## config.mk

```make
export PLATFORM = sky130hd
export DESIGN_NAME = irq_status_top
export DESIGN_NICKNAME = d
export VERILOG_FILES = /design/src/rtl/irq_pkg.sv /design/src/rtl/irq_fall_detect.sv /design/src/rtl/irq_flag_bank.sv /design/src/rtl/irq_status_top.sv
export SDC_FILE = /design/constraint.sdc
export NUM_CORES = 1
export LEC_CHECK = 0
export CORE_MARGIN = 2
export CORE_UTILIZATION = 45
export CTS_CLUSTER_DIAMETER = 30
export DETAILED_ROUTE_END_ITERATION = 7
export GPL_TIMING_DRIVEN = 1
export HOLD_SLACK_MARGIN = 0.06
export PLACE_DENSITY = 0.81
export REMOVE_ABC_BUFFERS = 1
export SLEW_MARGIN = 20
export SYNTH_ARGS = -nofsm -noshare
export SYNTH_HDL_FRONTEND = slang
export SYNTH_SLANG_ARGS = --single-unit
```

## constraint.sdc

```tcl
create_clock -name clk -period 1.1 [get_ports clk]
set_input_delay 0.11 -clock clk [delete_from_list [all_inputs] [get_ports clk]]
set_output_delay 0.11 -clock clk [all_outputs]
set_load 0.02 [all_outputs]
```

## src/rtl/irq_pkg.sv

```systemverilog
package irq_pkg;

    localparam int DATA_W  = 8;
    localparam int NUM_SRC = 4;

    // bit positions of the pending sources; software decodes these
    typedef enum int unsigned {
        SRC_TMR0 = 0,
        SRC_EXT  = 1,
        SRC_SPI  = 2,
        SRC_TMR1 = 3
    } src_e;

    localparam logic ADDR_STATUS = 1'b0;
    localparam logic ADDR_MASK   = 1'b1;

    typedef struct packed {
        logic              stat_we;
        logic              mask_we;
        logic [DATA_W-1:0] data;
    } reg_wr_t;

    function automatic reg_wr_t decode_wr(input logic wr, input logic addr,
                                          input logic [DATA_W-1:0] data);
        reg_wr_t r;
        r.stat_we = wr && (addr == ADDR_STATUS);
        r.mask_we = wr && (addr == ADDR_MASK);
        r.data    = data;
        return r;
    endfunction

endpackage

```

## src/rtl/irq_fall_detect.sv

```systemverilog
module irq_fall_detect #(
    parameter int STAGES = 2
) (
    input  logic clk,
    input  logic rst,
    input  logic pin_n,
    output logic fall
);
    logic [STAGES-1:0] sync_q;
    logic              last_q;

    always_ff @(posedge clk) begin
        if (rst) begin
            sync_q <= '1;
            last_q <= 1'b1;
        end else begin
            sync_q <= {sync_q[STAGES-2:0], pin_n};
            last_q <= sync_q[STAGES-1];
        end
    end

    assign fall = last_q & ~sync_q[STAGES-1];

    AST_ONE_SET_PER_EDGE: assert property (@(posedge clk) disable iff (rst)
        fall |=> !fall) else $error("double set pulse");

endmodule

```

## src/rtl/irq_flag_bank.sv

```systemverilog
module irq_flag_bank #(
    parameter int N = 4
) (
    input  logic         clk,
    input  logic         rst,
    input  logic [N-1:0] set_i,
    input  logic         clr_we,
    input  logic [N-1:0] keep_i,
    output logic [N-1:0] flags_o
);
    logic [N-1:0] flags_q;
    logic [N-1:0] flags_d;

    always_comb begin
        flags_d = flags_q;
        if (clr_we) flags_d = flags_d & keep_i;
        flags_d = flags_d | set_i;   // set wins over a clear in the same cycle
    end

    always_ff @(posedge clk) begin
        if (rst) flags_q <= '0;
        else     flags_q <= flags_d;
    end

    assign flags_o = flags_q;

    AST_SET_WINS: assert property (@(posedge clk) disable iff (rst)
        (set_i != '0) |=> ((flags_q & $past(set_i)) == $past(set_i)))
        else $error("set event lost");

    AST_NO_SW_SET: assert property (@(posedge clk) disable iff (rst)
        (set_i == '0) |=> ((flags_q & ~$past(flags_q)) == '0))
        else $error("flag rose without event");

    AST_CLEAR_ZEROS: assert property (@(posedge clk) disable iff (rst)
        (clr_we && set_i == '0) |=> ((flags_q & ~$past(keep_i)) == '0))
        else $error("cleared flag survived");

endmodule

```

## src/rtl/irq_status_top.sv

```systemverilog
module irq_status_top
    import irq_pkg::*;
#(
    parameter int SYNC_STAGES = 2
) (
    input  logic              clk,
    input  logic              rst,
    input  logic              tmr0_ovf,
    input  logic              ext_irq_n,
    input  logic              spi_done,
    input  logic              tmr1_match,
    input  logic              bus_wr,
    input  logic              bus_addr,
    input  logic [DATA_W-1:0] bus_wdata,
    output logic [DATA_W-1:0] bus_rdata,
    output logic              irq_req
);
    localparam int PAD_W = DATA_W - NUM_SRC;

    logic [NUM_SRC-1:0] src_set;
    logic [NUM_SRC-1:0] pending;
    logic [DATA_W-1:0]  pend_wide;
    logic [DATA_W-1:0]  mask_q;
    logic               irq_q;
    logic               ext_fall;
    reg_wr_t            wr;

    assign wr = decode_wr(bus_wr, bus_addr, bus_wdata);

    irq_fall_detect #(.STAGES(SYNC_STAGES)) u_ext (
        .clk   (clk),
        .rst   (rst),
        .pin_n (ext_irq_n),
        .fall  (ext_fall)
    );

    always_comb begin
        src_set           = '0;
        src_set[SRC_TMR0] = tmr0_ovf;
        src_set[SRC_EXT]  = ext_fall;
        src_set[SRC_SPI]  = spi_done;
        src_set[SRC_TMR1] = tmr1_match;
    end

    irq_flag_bank #(.N(NUM_SRC)) u_flags (
        .clk     (clk),
        .rst     (rst),
        .set_i   (src_set),
        .clr_we  (wr.stat_we),
        .keep_i  (wr.data[NUM_SRC-1:0]),
        .flags_o (pending)
    );

    generate
        if (PAD_W > 0) begin : g_pad
            assign pend_wide = {{PAD_W{1'b0}}, pending};
        end else begin : g_nopad
            assign pend_wide = pending;
        end
    endgenerate

    always_ff @(posedge clk) begin
        if (rst) begin
            mask_q <= '0;
            irq_q  <= 1'b0;
        end else begin
            if (wr.mask_we) mask_q <= wr.data;
            irq_q <= |(pend_wide & mask_q);
        end
    end

    assign bus_rdata = (bus_addr == ADDR_MASK) ? mask_q : (pend_wide & mask_q);
    assign irq_req   = irq_q;

    AST_IRQ_FOLLOWS: assert property (@(posedge clk) disable iff (rst)
        1'b1 |=> (irq_req == $past(|(pending & mask_q[NUM_SRC-1:0]))))
        else $error("request mismatch");

    AST_UPPER_ZERO: assert property (@(posedge clk) disable iff (rst)
        (bus_addr == ADDR_STATUS) |-> (bus_rdata[DATA_W-1:NUM_SRC] == '0))
        else $error("unused status bits nonzero");

    AST_MASK_LOAD: assert property (@(posedge clk) disable iff (rst)
        (bus_wr && bus_addr == ADDR_MASK) |=> (mask_q == $past(bus_wdata)))
        else $error("mask not loaded");

endmodule

```

* Yosys cells after proc, flatten, opt, wreduce, memory -nomap -nowiden
Cells that the tools add are included.
** Word-level totals
- Memory bits (writable) :: 0
- Bits in read-only memories :: 0
- Bits of input ports :: 16
- Flip-flop bits (word level) :: 16
- Bits in latches :: 0
- Output and inout port bits :: 9
- Memories :: 0
** Cells by class
- Mux-type cells :: 2
- Shifts and indexed selects :: 0
- Divide/modulo/power cells :: 0
- Bitwise operators :: 6
- Add/subtract/negate cells :: 0
- Equal/unequal tests :: 0
- $mul :: 0
- Reduce and logical (&&, ||, !) cells :: 3
- Order comparisons :: 0
** Operator list (count)
- $and A4 B8 Y8 :: 1
- $mux W8 :: 1
- $reduce_or A8 Y1 :: 1
- $and A4 B4 Y4 :: 1
- $mux W4 :: 1
- $or A4 B4 Y4 :: 1
- $logic_and A1 B1 Y1 :: 2
- $not A1 Y1 :: 2
- $and A1 B1 Y1 :: 1

* Longest topological paths before layout
- Depth in word-level cells :: 4
- Gate-level depth with buffers :: 4

* Modules after synthesis
From an unflattened synthesis, not the netlist that was laid out.
** Second synthesis, totals
- Cells, all modules :: 74
- Area total of the unflattened synthesis :: 742.0 um^2
** Modules (own cells, without submodules)
- irq_status_top :: sequential area each 180.2 um^2, cells each 51, instances 1, area an instance 483.0 um^2
- irq_flag_bank :: sequential area each 80.1 um^2, cells each 16, instances 1, area an instance 173.9 um^2
- irq_fall_detect :: sequential area each 60.1 um^2, cells each 7, instances 1, area an instance 85.1 um^2

* Worst setup path after synthesis
Ideal clock, no wire load.
- Path type :: input-to-output
- Start :: input port bus_addr
- End :: output port bus_rdata[2]
- Stages on the path :: 3
- Data arrival time :: 597 ps
- Setup slack :: 393 ps
- Path buffers :: 2
- Cells stage by stage :: buf_6 buf_6 o21a_1
** Between the ends
- Word-level cells in the longest chain between the ends :: 1
** Ends and longest elaborated chain
- start, declared :: RTL line irq_status_top.sv:13 : input logic bus_addr,
- $mux W8 :: RTL line irq_status_top.sv:72 : assign bus_rdata = (bus_addr == ADDR_MASK) ? mask_q : (pend_wide & mask_q);
- end, declared :: RTL line irq_status_top.sv:15 : output logic [DATA_W-1:0] bus_rdata,
No other way between the ends.

* Final worst setup path
- Start :: register u_flags.flags_q[1], in the netlist u_flags.flags_o[1]
- End :: output port bus_rdata[1]
** Between the ends
- Word-level cells in the longest chain between the ends :: 2
** Ends and longest elaborated chain
- start, declared :: RTL line irq_flag_bank.sv:11 : logic [N-1:0] flags_q;
- start signal, assigned :: RTL line irq_flag_bank.sv:22 : else flags_q <= flags_d;
- $and A4 B8 Y8 :: RTL line irq_status_top.sv:72
- $mux W8 :: RTL line irq_status_top.sv:72
No other way between the ends.

==> flow_summary.json <==
{
  "cts.hold.buffers_added": 0,
  "drt-initial-drc-count": 9,
  "required_ns": 0.99,
  "period_needed_ns": 1.06,
  "hold_slack_ns": 0.373,
  "drv_slew": 0,
  "tns_ns": 0,
  "layout_common_cells": "buf_4, dfxtp_1, clkdlybuf4s50_1",
  "crit_type": "register to output port",
  "drt_wl_total_mm": 1.70,
  "start_kind": "register",
  "status": "complete, no violations",
  "setup_viol": 0,
  "drtAntennaViolNets": 0,
  "gr-usage-all-layers_pct": 20.7,
  "cts_buffer_depth": 2,
  "clk_latency_ns": 0.28,
  "gp_congestion": 0.809,
  "crit_fanout": 2,
  "fp-row-count": 13,
  "synthesis.area_um2": 672,
  "worst_slack_ns": 0.0421,
  "synth_top_area_share_pct": 47.7,
  "tightest_slew_ns": 0.200,
  "min-delay-start": "ext_irq_n",
  "htree_num_levels": 1,
  "relSlewSlack_pct": 86.6,
  "nets": 133,
  "syn2layout_area_growth_pct": 55.9,
  "synth_area_per_cell_um2": 9.33,
  "ys_seq_area_share_pct": 47.7,
  "yosys.area.top_type": "dfxtp_1",
  "ys_top_cells_by_area": "dfxtp_1, a21oi_1, nand3_1",
  "p_leak_uw": 0.000466,
  "core-area_mm2": 0.00135,
  "antenna_found_initial": 0,
  "io_pins": 25,
  "routedWlPerCell_um": 13.0,
  "min_period_over_period_pct": 96.2,
  "die_area_mm2": 0.00182,
  "grt_max_degree": 10,
  "antenna_cells": 0,
  "arrival_ns": 0.95,
  "grt_pass1_wl_mm": 2.80,
  "overflow": 0,
  "drcViolationCount": 0,
  "powerDensity_mw_per_mm2": 1190,
  "ir_drop_mv": 1.23,
  "syn-instance-count": 72,
  "synth_cell_types": 18,
  "dp_slack_ns": -0.509,
  "drv_cap": 0,
  "avgViaCountPerCell": 5.14,
  "die_x_um": 42.6,
  "total_power_uw": 1250,
  "clkTransAtPathRegs_ns": 0.09,
  "max_freq_mhz": 945,
  "mostFrequentLayoutCell": "buf_4",
  "yosysWarnings": 0,
  "holdCritPathClass": "input pin to register",
  "worst_setup_path_end_kind": "output port",
  "ys_ff_latch": 16,
  "crit_path_start": "u_flags.flags_o[1]$_SDFF_PP0_",
  "numCtsBuffers": 3,
  "initial_core_util_pct": 49.8,
  "port_buffers": 24,
  "hold_viol_final": 0,
  "dpl.hpwl_mm": 1.25,
  "grt_pass1_vias": 629,
  "vias": 673,
  "timing.rr.start": "u_flags.flags_o[1]$_SDFF_PP0_",
  "clock_skew_ns": 0.000672,
  "root_buffer": "clkbuf_4",
  "die_h_um": 42.6,
  "drt-pass1-iter-count": 4,
  "drive_above_1_share_pct": 37.9,
  "cts_tree": "done",
  "clock_sinks": 16
}
-- synthesized netlist by cell type --
master / instances
dfxtp_1: 16
a21oi_1: 9
nand2_1: 8
nand3_1: 8
a21oi_2: 4
and2_1: 4
o21a_1: 4
o21ai_2: 4
inv_1: 3
a22oi_1: 2
buf_6: 2
or2_1: 2
buf_2: 1
buf_4: 1
nand2_4: 1
nand2b_1: 1
nand2b_4: 1
or2_2: 1
-- flip-flops by register name (all words and copies together), names as in the netlist --
name,flops
mask_q,8
u_flags.flags_o,4
u_ext.sync_q,2
irq_req,1
u_ext.last_q,1
-- metrics by stage --
step                      area, µm²  instances  utilization (%)
final                          1050        131             77.6
after global routing           1050        131             77.6
after CTS                      1040        130             77.4
after detailed placement       1020        124             75.8
after global placement         1020        124             75.8
after floorplan                 637         68                -
-- per-layer routing --
layer  part of all wire (%)  GRT usage, %  vias up
met5                      0             0        -
met4                    3.9          15.0        0
met3                    4.1          1.29        8
met2                     50          35.2       26
met1                     42          24.1      306
li1                       -             -      333
-- worst paths after layout --
path | slack (ns) | to | cells after the start
worst max-delay path | 0.04 | bus_rdata[1] | 2
worst min-delay path | 0.37 | u_ext.sync_q[0]$_SDFF_PP1_ | 2
worst max register to register | 0.14 | irq_req$_SDFF_PP0_ | 4
worst min register to register | 0.41 | u_ext.sync_q[1]$_SDFF_PP1_ | 1
-- final cells by class --
| cell class | instances | area [µm²] |
|---|---|---|
| clock buffer | 4 | 36.3 |
| fill | 110 | 303 |
| inverter | 3 | 11.3 |
| multi-input combinational | 49 | 305 |
| sequential | 16 | 322 |
| tap | 15 | 18.8 |
| timing repair buffer | 44 | 354 |
-- power breakdown --
part / switching (µW) / internal (µW)
Sequential: 12.2 / 608
Clock: 184 / 202
Combinational: 105 / 134
Total: 302 / 944
-- logic make-up after synthesis --
family / count (synthesis) / synth area share [%]
buffers and inverters: 7 / 6.89
flip-flops: 16 / 47.7
AND/OR/NAND/NOR: 26 / 21.6
AO/OA/AOI/OAI: 23 / 23.8
-- worst max-delay path, stage by stage (launching register included) --
cell     delay (ns)
dfxtp_2        0.33
o21a_1         0.18
buf_4          0.15
-- what timing repair did --
action / 4_1_cts / 5_1_grt
setup buffers: 2 / 1
endpoints found under the setup margin: 9 / 2
gates resized for setup: 35 / 2
(Power assumes the default switching activity.)
